## src/rtl/fir3_pkg.sv

```systemverilog
package fir3_pkg;

  localparam int NUM_SUB = 6;

  // Which polyphase branches (and matching input lanes) subfilter s combines.
  // bit p set => branch/lane p included.
  function automatic int unsigned sub_mask(input int s);
    case (s)
      0:       return 1;  // branch 0 on lane 0
      1:       return 2;  // branch 1 on lane 1
      2:       return 4;  // branch 2 on lane 2
      3:       return 3;  // (b0+b1) on (l0+l1)
      4:       return 6;  // (b1+b2) on (l1+l2)
      default: return 7;  // (b0+b1+b2) on (l0+l1+l2)
    endcase
  endfunction

  // With a palindromic full filter, branch 1 alone and the sum of all three
  // branches are palindromes; the others are not.
  function automatic bit mask_is_sym(input int unsigned mask);
    return (mask == 2) || (mask == 7);
  endfunction

endpackage

```

## src/rtl/fir3_subfilter.sv

```systemverilog
module fir3_subfilter #(
  parameter int XW  = 10,
  parameter int SCW = 14,
  parameter int M   = 4,
  parameter bit SYM = 1'b0,
  parameter int AW  = 32,
  parameter logic [M*SCW-1:0] TAPS = '0
) (
  input  logic                 clk,
  input  logic                 rst_n,
  input  logic                 en,
  input  logic signed [XW-1:0] din,
  output logic signed [AW-1:0] dout
);

  localparam int HALF = M / 2;

  function automatic logic signed [AW-1:0] coef_w(input int i);
    logic signed [SCW-1:0] c;
    c = TAPS[i*SCW +: SCW];
    return AW'(c);
  endfunction

  logic signed [XW-1:0] win [M];
  logic signed [AW-1:0] acc;

  assign win[0] = din;

  if (M > 1) begin : g_hist
    logic signed [XW-1:0] hist [M-1];
    always_ff @(posedge clk or negedge rst_n) begin
      if (!rst_n) begin
        for (int j = 0; j < M-1; j++) hist[j] <= '0;
      end else if (en) begin
        hist[0] <= din;
        for (int j = 1; j < M-1; j++) hist[j] <= hist[j-1];
      end
    end
    for (genvar j = 1; j < M; j++) begin : g_win
      assign win[j] = hist[j-1];
    end
  end

  if (SYM) begin : g_fold
    always_comb begin
      acc = '0;
      for (int i = 0; i < HALF; i++)
        acc += coef_w(i) * (AW'(win[i]) + AW'(win[M-1-i]));
      if (M % 2 == 1)
        acc += coef_w(HALF) * AW'(win[HALF]);
    end
  end else begin : g_plain
    always_comb begin
      acc = '0;
      for (int i = 0; i < M; i++)
        acc += coef_w(i) * AW'(win[i]);
    end
  end

  always_ff @(posedge clk or negedge rst_n) begin
    if (!rst_n)  dout <= '0;
    else if (en) dout <= acc;
  end

endmodule

```

## src/rtl/fir3_fast_fir.sv

```systemverilog
module fir3_fast_fir #(
  parameter int DW    = 8,
  parameter int CW    = 12,
  parameter int NTAPS = 12,
  parameter logic [NTAPS*CW-1:0] COEF_FLAT = {
    12'sd3, -12'sd5, 12'sd7, 12'sd12, -12'sd9, 12'sd20,
    12'sd20, -12'sd9, 12'sd12, 12'sd7, -12'sd5, 12'sd3},
  parameter int OW    = DW + CW + $clog2(NTAPS) + 6
) (
  input  logic                 clk,
  input  logic                 rst_n,
  input  logic                 in_valid,
  input  logic signed [DW-1:0] in_s0,
  input  logic signed [DW-1:0] in_s1,
  input  logic signed [DW-1:0] in_s2,
  output logic                 out_valid,
  output logic signed [OW-1:0] out_y0,
  output logic signed [OW-1:0] out_y1,
  output logic signed [OW-1:0] out_y2
);

  localparam int M   = NTAPS / 3;
  localparam int XW  = DW + 2;
  localparam int SCW = CW + 2;

  // Coefficients of the subfilter formed from the branches set in mask.
  function automatic logic [M*SCW-1:0] sub_taps(input int unsigned mask);
    logic [M*SCW-1:0] r;
    int s;
    r = '0;
    for (int i = 0; i < M; i++) begin
      s = 0;
      for (int p = 0; p < 3; p++)
        if (mask[p]) s += int'(signed'(COEF_FLAT[(3*i+p)*CW +: CW]));
      r[i*SCW +: SCW] = SCW'(s);
    end
    return r;
  endfunction

  // Named events for the checker
  logic blk_accept;   // an input block enters the subfilters
  logic s_vld;        // subfilter outputs hold a fresh block
  assign blk_accept = in_valid;

  logic signed [XW-1:0] lane [3];
  assign lane[0] = XW'(in_s0);
  assign lane[1] = XW'(in_s1);
  assign lane[2] = XW'(in_s2);

  logic signed [OW-1:0] sub_p [fir3_pkg::NUM_SUB];

  for (genvar s = 0; s < fir3_pkg::NUM_SUB; s++) begin : g_sub
    localparam int unsigned MASK = fir3_pkg::sub_mask(s);
    logic signed [XW-1:0] xin;
    always_comb begin
      xin = '0;
      for (int p = 0; p < 3; p++)
        if (MASK[p]) xin += lane[p];
    end
    fir3_subfilter #(
      .XW(XW), .SCW(SCW), .M(M),
      .SYM(fir3_pkg::mask_is_sym(MASK)),
      .AW(OW), .TAPS(sub_taps(MASK))
    ) u_sf (
      .clk(clk), .rst_n(rst_n), .en(blk_accept),
      .din(xin), .dout(sub_p[s])
    );
  end

  // One-block delays of the recombination
  logic signed [OW-1:0] d_h2x2;   // delayed branch-2 product
  logic signed [OW-1:0] d_mid;    // delayed (b1+b2)(l1+l2) - b1*l1

  logic signed [OW-1:0] mid_now, pair01, lead;
  logic signed [OW-1:0] y0_n, y1_n, y2_n;

  always_comb begin
    mid_now = sub_p[4] - sub_p[1];
    pair01  = sub_p[3] - sub_p[1];
    lead    = sub_p[0] - d_h2x2;
    y0_n    = lead + d_mid;
    y1_n    = pair01 - lead;
    y2_n    = sub_p[5] - pair01 - mid_now;
  end

  always_ff @(posedge clk or negedge rst_n) begin
    if (!rst_n) begin
      s_vld     <= 1'b0;
      out_valid <= 1'b0;
      d_h2x2    <= '0;
      d_mid     <= '0;
      out_y0    <= '0;
      out_y1    <= '0;
      out_y2    <= '0;
    end else begin
      s_vld     <= blk_accept;
      out_valid <= s_vld;
      if (s_vld) begin
        d_h2x2 <= sub_p[2];
        d_mid  <= mid_now;
        out_y0 <= y0_n;
        out_y1 <= y1_n;
        out_y2 <= y2_n;
      end
    end
  end

endmodule

```

## config.mk

```make
export PLATFORM = sky130hd
export DESIGN_NAME = fir3_fast_fir
export DESIGN_NICKNAME = d
export VERILOG_FILES = /design/src/rtl/fir3_pkg.sv /design/src/rtl/fir3_subfilter.sv /design/src/rtl/fir3_fast_fir.sv
export SDC_FILE = /design/constraint.sdc
export NUM_CORES = 2
export LEC_CHECK = 0
export BUFFER_PORTS_ARGS = -buffer_cell sky130_fd_sc_hd__buf_4
export CORE_UTILIZATION = 50
export DETAILED_ROUTE_END_ITERATION = 12
export GPL_ROUTABILITY_DRIVEN = 1
export PLACE_DENSITY = 0.66
export SLEW_MARGIN = 20
export SYNTH_ARGS = -nofsm -noshare
export SYNTH_HDL_FRONTEND = slang
export SYNTH_SLANG_ARGS = --single-unit
```

## constraint.sdc

```tcl
create_clock -name clk -period 9.3 [get_ports clk]
set_input_delay 1.395 -clock clk [delete_from_list [all_inputs] [get_ports clk]]
set_output_delay 1.395 -clock clk [all_outputs]
set_load 0.01 [all_outputs]
```

== Word level (Yosys, flattened, before mapping) ==
Cells that the tools add are included.
Widths: inputs -> output; s select.

* Memories kept: 0
* ROM bits: 0
* Output and inout bits: 91
* Register bits after elaboration: 488
* Bits in latches: 0
* Input port bits: 27
* Logic and storage cells: 77
* Bits in writable memories: 0

* Multipliers: 16
* Multiplexer cells: 0
* Equal/unequal tests: 0
* Div/mod/pow operators: 0
* Shifts and indexed selects: 0
* Bitwise logic cells: 0
* Reduce and logical (&&, ||, !) cells: 0
* $add $sub $neg: 30
* Magnitude comparators: 0

{| class="wikitable"
|+ Operators by type and width
! kind !! number
|-
| $add 30x30->30 || 13
|-
| $sub 30x30->30 || 6
|-
| $mul 4x30->30 const A || 2
|-
| $neg 9->29 || 2
|-
| $mul 4x8->12 const A || 4
|-
| $mul 3x8->11 const A || 4
|-
| $add 8x8->9 || 4
|-
| $add 30x10->30 || 1
|-
| $mul 5x30->30 const A || 1
|-
| $mul 6x30->30 const A || 1
|-
| $mul 5x9->14 const A || 2
|-
| $mul 3x9->12 const A || 2
|-
| $add 10x10->11 || 2
|-
| $add 10x14->15 || 1
|-
| $add 9x8->10 || 1
|}

== Longest topological paths before layout ==
* Word-level depth: 5
* Gate-level depth with buffers: 37
* Mapped depth without buffers: 37

== By module ==
Synthesis repeated with hierarchy kept, for this count alone.

* Cell total of the unflattened synthesis: 5,880
* Area total of the unflattened synthesis: 53,790.3 um^2

{| class="wikitable"
|+ Modules (own cells, without submodules)
! module !! instances !! sequential area each (um^2) !! cells each !! area an instance (um^2)
|-
| fir3_fast_fir || 1 || 3,803.6 || 1,915 || 16,200.5
|-
| fir3_subfilter (g_sub[3].u_sf) || 1 || 1,501.4 || 776 || 7,044.3
|-
| fir3_subfilter (g_sub[0].u_sf) || 1 || 1,501.4 || 688 || 6,387.4
|-
| fir3_subfilter (g_sub[1].u_sf) || 1 || 1,501.4 || 648 || 6,242.2
|-
| fir3_subfilter (g_sub[2].u_sf) || 1 || 1,501.4 || 632 || 6,183.4
|-
| fir3_subfilter (g_sub[4].u_sf) || 1 || 1,501.4 || 644 || 6,135.9
|-
| fir3_subfilter (g_sub[5].u_sf) || 1 || 1,501.4 || 577 || 5,596.6
|}

== Worst setup path after synthesis ==
Ideal clock, no wire load.

* Path kind: input port to flip-flop
* From: input port in_s0[0]
* To: register g_sub[5].u_sf.dout[19]
* Stages: 31
* Path slack: 0.530 ns
* Required time: 9.217 ns
* Arrival: 8.687 ns
* Setup time: 0.083 ns
* Path buffers: 0
* Cells stage by stage: ha_1 -> fa_1 -> xnor2_1 -> inv_1 -> ha_1 -> xnor2_1 -> ha_1 -> nor2b_1 -> o21ai_0 -> a21boi_0 -> o21ai_0 -> a21boi_0 -> o21ai_0 -> a21boi_0 -> o22ai_1 -> inv_1 -> ha_1 -> inv_1 -> fa_1 -> fa_1 -> fa_1 -> ha_1 -> nand2_1 -> nor2_1 -> a21oi_1 -> o211ai_1 -> a41oi_1 -> nor2_1 -> a21oi_1 -> mux2_2 -> o21ai_0

* Longest elaborated chain between the ends: 5

{| class="wikitable"
|+ RTL lines
! what !! line !! text
|-
| start, declared || fir3_fast_fir.sv:13 || <nowiki>input logic signed [DW-1:0] in_s0,</nowiki>
|-
| $add 8x8->9 || - ||
|-
| via g_sub[3].u_sf.din[2] || fir3_subfilter.sv:12 || <nowiki>input logic signed [XW-1:0] din,</nowiki>
|-
| $add 9x8->10 || fir3_fast_fir.sv:58 || <nowiki>if (MASK[p]) xin += lane[p];</nowiki>
|-
| via g_sub[5].u_sf.din[2] || fir3_subfilter.sv:12 ||
|-
| $add 10x10->11 || fir3_subfilter.sv:48 || <nowiki>acc += coef_w(i) * (AW'(win[i]) + AW'(win[M-1-i]));</nowiki>
|-
| $mul 4x30->30 || fir3_subfilter.sv:48 ||
|-
| $add 30x30->30 || fir3_subfilter.sv:48 ||
|-
| end signal, assigned || fir3_subfilter.sv:61 || <nowiki>if (!rst_n) dout <= '0;</nowiki>
|-
| end signal, assigned || fir3_subfilter.sv:62 || <nowiki>else if (en) dout <= acc;</nowiki>
|-
| end, declared || fir3_subfilter.sv:13 || <nowiki>output logic signed [AW-1:0] dout</nowiki>
|}

The timed path passes the listed nets, and every way through them passes these cells.
A chain may end at the register's enable or synchronous reset.

== Worst setup path in the final report ==
* From: input port in_s1[0]
* To: register g_sub[5].u_sf.dout[25]

* Longest elaborated chain between the ends: 5

{| class="wikitable"
|+ RTL lines
! what !! line !! text
|-
| start, declared || fir3_fast_fir.sv:14 || <nowiki>input logic signed [DW-1:0] in_s1,</nowiki>
|-
| $add 8x8->9 || - ||
|-
| via g_sub[3].u_sf.din[2] || fir3_subfilter.sv:12 ||
|-
| $add 9x8->10 || fir3_fast_fir.sv:58 ||
|-
| via g_sub[5].u_sf.din[2] || fir3_subfilter.sv:12 ||
|-
| $add 10x10->11 || fir3_subfilter.sv:48 ||
|-
| $mul 4x30->30 || fir3_subfilter.sv:48 ||
|-
| $add 30x30->30 || fir3_subfilter.sv:48 ||
|}

The timed path passes the listed nets, and every way through them passes these cells.

==> results by stage <==
Status:
- The run finished with clean final reports.

STA:
- The final setup violation count is 0.
- The worst-case headroom to the max-slew limit is a little over a quarter.
- The number of hold violations in the final report was 0.
- Across the routed clock network, the largest skew measured is 0.0274 ns.
- After routing, the total negative slack on setup checks comes to 0 ns.
- The final critical path takes up between 90 and 100% of the cycle.
- The transition time of the tightest slew-check pin is 1.09 ns.
- The number of max-slew violations in the final report is 0.
- Setup repair after global routing left no endpoint under its margin.
- The smallest hold slack is around 0.47 ns.
- Subtracting the final worst setup slack from the clock period gives ~8.7 ns.
- Based on the critical path, the design can be clocked at up to ~110 MHz.

Routing:
- The count of nets left with antenna violations once routing finished came out at 0.
- Dividing the detail-routed via count by the number of cells gives approximately 5.4.
- In the routed design, unresolved DRC markers number 0.
- The average wire length per cell after detail routing is around 18 um.
- The post-detailed-routing wire length is around 120000 um.
- The total via count in the routed design is 34400.
- In this run, the number of DRC markers left after iteration 0 of detailed routing was 1964.
- The number of detailed-routing iterations run before antenna repair is 5.

Die:
- The boundary pin count is ~120.
- Measured along the x axis, the die boundary spans between 300 and 400 um.
- The standard cell core area is slightly above 0.09 sq mm.
- The initial utilization of the core area, before any placement, comes to 50.8%.
- The die area is 0.0949 sq mm.
- The die is 308 um tall.
- The floorplan has roughly 110 rows.

Critical path:
- The critical path startpoint category is an input pin.
- The setup path with the least slack is of type in -> reg.
- For the worst setup path, the data required time is slightly below 10 ns.
- Among the stages of the critical path, the cell type that occurs most often is sky130_fd_sc_hd__ha_1.
- The slowest stage of the critical path belongs to the cell sky130_fd_sc_hd__fa_1.
- The cell family with the largest share of critical-path delay is adder cells.
- The worst setup path is captured at a flop.
- Together, buffers and inverters on the worst path number 5.
- The biggest cell delay along the critical path is approximately 0.57 ns.
- The setup check on the worst reg-to-reg path leaves a slack of 1.84 ns.
- The worst endpoint data arrival time is slightly above 9 ns.
- The top fanout value on the critical path is 4.

GRT:
- The first-pass GRT wire length is ~190000 um.
- The number of antenna violations at the first check in global routing is 0.
- The total overflow left after global routing is 0.
- The via count of the first global-routing pass is 34400.
- Global routing consumed, over all layers together, about a quarter of the routing resources.
- The maximum number of pins on one net before global-route repair is between 100 and 150.

Placed design:
- After detailed placement, the total cell area comes to 0.0492 sq mm.
- After detailed placement, the design holds a cell count of 6237.
- The final HPWL from detailed placement is between 90000 and 100000 um.
- The final estimated routing congestion in global placement is just over 0.9.
- In this run the tool buffered the top-level ports with about 120 buffer cells.

Synth:
- Synthesis produced a netlist whose cell count is 4935.
- The share of the synthesized area in the top cell type is about a quarter.
- The netlist uses 79 different library cells.
- The top flip-flop cell by instance count after synthesis is sky130_fd_sc_hd__dfrtp_1.
- Ranked by total cell area, the synthesized netlist is headed by sky130_fd_sc_hd__dfrtp_1, sky130_fd_sc_hd__ha_1, sky130_fd_sc_hd__fa_1, sky130_fd_sc_hd__inv_1, sky130_fd_sc_hd__mux2_2.
- Summing the sequential cell areas from Yosys gives between 20% and 30% of the chip area.
- Synthesis inferred between 400 and 500 register bits.
- The async set or reset register ratio after synthesis is 100%.
- The number of nets in the synthesized netlist is approximately 5900.
- In this run the cell area of the synthesized design comes to approximately 0.047 sq mm.
- The average cell area after synthesis is approximately 9.5 sq um.
- The leading area contributor after synthesis is sky130_fd_sc_hd__dfrtp_1.
- During synthesis, Yosys emitted a total of 0 warnings.
- The number of synthesized flops with an enable pin is 0.

Clock tree:
- Clock latency on the worst-skew pair, taken at its later pin, is 0.65 ns.
- The CTS tree is built.
- The clock tree synthesis step divided the H-tree into 2 levels.
- The post-cts repair resize count is 0.
- The post-CTS setup-driven buffer insertion count is 0.
- Clock tree synthesis selected as its root buffer the cell sky130_fd_sc_hd__clkbuf_16.
- The number of buffers created by CTS is 59.
- The maximum number of buffers from clock root to sink is 3.
- The post-cts hold buffer count is 0.
- The clock net sink count is between 400 and 500.
- The clock transition at the registers of the reported paths is around 0.060 ns.

Cells and area:
- The repair_antennas step left the layout with diodes totalling 0.
- The finished cells cover about 0.051 sq mm.
- The count of cells in the finished layout, fillers not included, comes to between 6000 and 7000.
- Cells with a size suffix above 1 make up between 10 and 15% of the layout.
- In the layout the commonest cells are sky130_fd_sc_hd__inv_1, sky130_fd_sc_hd__ha_1, sky130_fd_sc_hd__dfrtp_1.
- The synthesis-to-layout area growth is 9.77%.
- The net count of the finished layout is roughly 6000.
- The leading cell type in the layout, fill and taps excluded is sky130_fd_sc_hd__inv_1.

Worst hold path:
- The min-delay analysis places its worst path in the category reg -> reg.

Flow run:
- The number of maximum-capacitance violations is 0.
-- state kept, by name, indices dropped and copies added, names as in the netlist, 30 cells and up --
name                    flops
out_y1                     30
out_y0                     30
d_mid                      30
g_sub.u_sf.g_hist.hist    156
out_y2                     30
g_sub.u_sf.dout           177
d_h2x2                     30
-- final timing paths --
| path | start | to | depth (start not counted) |
|---|---|---|---|
| min in group asynchronous | rst_n | out_y2[1] | 1 |
| hold reg to reg | g_sub[2].u_sf.dout[23] | d_h2x2[23] | 2 |
| setup reg to reg | g_sub[5].u_sf.g_hist.hist[10] | g_sub[5].u_sf.dout[25] | 31 |
| max in group asynchronous | rst_n | g_sub[4].u_sf.dout[29] | 3 |
| hold / removal | g_sub[2].u_sf.dout[23] | d_h2x2[23] | 2 |
| setup / recovery | in_s1[0] | g_sub[5].u_sf.dout[25] | 33 |
-- cell type report --
class | count | area (sq um)
Clock buffer | 75 | 1620
Sequential cell | 485 | 12100
Multi-Input combinational cell | 3557 | 31400
Timing Repair Buffer | 158 | 1210
Clock inverter | 33 | 524
Tap cell | 1243 | 1560
Fill cell | 8318 | 40800
Inverter | 794 | 2980
-- routing by layer --
| layer | wire (um) | global-route usage [%] | vias to the layer above |
|---|---|---|---|
| met3 | 4590 | 2.56 | 157 |
| met4 | 2950 | 6.42 | 0 |
| met1 | 55900 | 35.3 | 16700 |
| met2 | 53000 | 40.7 | 590 |
| met5 | 0 | 0 | - |
| li1 | - | - | 17000 |
-- cell families after synthesis --
family | synth area share, %
compound gates | 15.2
fa+ha+maj | 29.5
buf+inv | 7.16
simple gates | 8.43
flops | 25.9
xor+xnor | 7.28
mux | 6.55
-- Yosys cell counts, types with 37 or more instances --
library cell and instances:
sky130_fd_sc_hd__inv_1 792, sky130_fd_sc_hd__ha_1 630, sky130_fd_sc_hd__dfrtp_1 485, sky130_fd_sc_hd__a21oi_1 332
sky130_fd_sc_hd__o21ai_0 299, sky130_fd_sc_hd__fa_1 296, sky130_fd_sc_hd__nand2_1 272, sky130_fd_sc_hd__xnor2_1 272
sky130_fd_sc_hd__mux2_2 255, sky130_fd_sc_hd__nor2_1 237, sky130_fd_sc_hd__a21o_1 158, sky130_fd_sc_hd__xor2_1 107
sky130_fd_sc_hd__clkbuf_1 89, sky130_fd_sc_hd__o21bai_1 74, sky130_fd_sc_hd__nor3_1 61, sky130_fd_sc_hd__nor2b_1 60
sky130_fd_sc_hd__nand3_1 45, sky130_fd_sc_hd__o21a_1 40, sky130_fd_sc_hd__nand2b_1 37
-- worst register-to-register path: cells and delay by family, from the launching register on --
family	cells	cell delay, ns
flops	1	0.40
fa+ha+maj	8	3.38
xor+xnor	1	0.23
mux	1	0.40
buf+inv	4	0.28
compound gates	11	2.15
simple gates	6	0.56
-- through the flow --
| step | utilization, % | worst slack [ns] |
|---|---|---|
| 2_1_floorplan | - | 0.530 |
| 3_3_place_gp | 53.4 | 0.130 |
| 3_5_place_dp | 53.4 | 0.0121 |
| 4_1_cts | 55.7 | 0.666 |
| 5_1_grt | 55.7 | 0.0868 |
| 6_report | 55.7 | 0.599 |
Power is left out: the tool's default activity adds up to more than one toggle a clock period on the data nets, which glitch-free logic cannot reach.
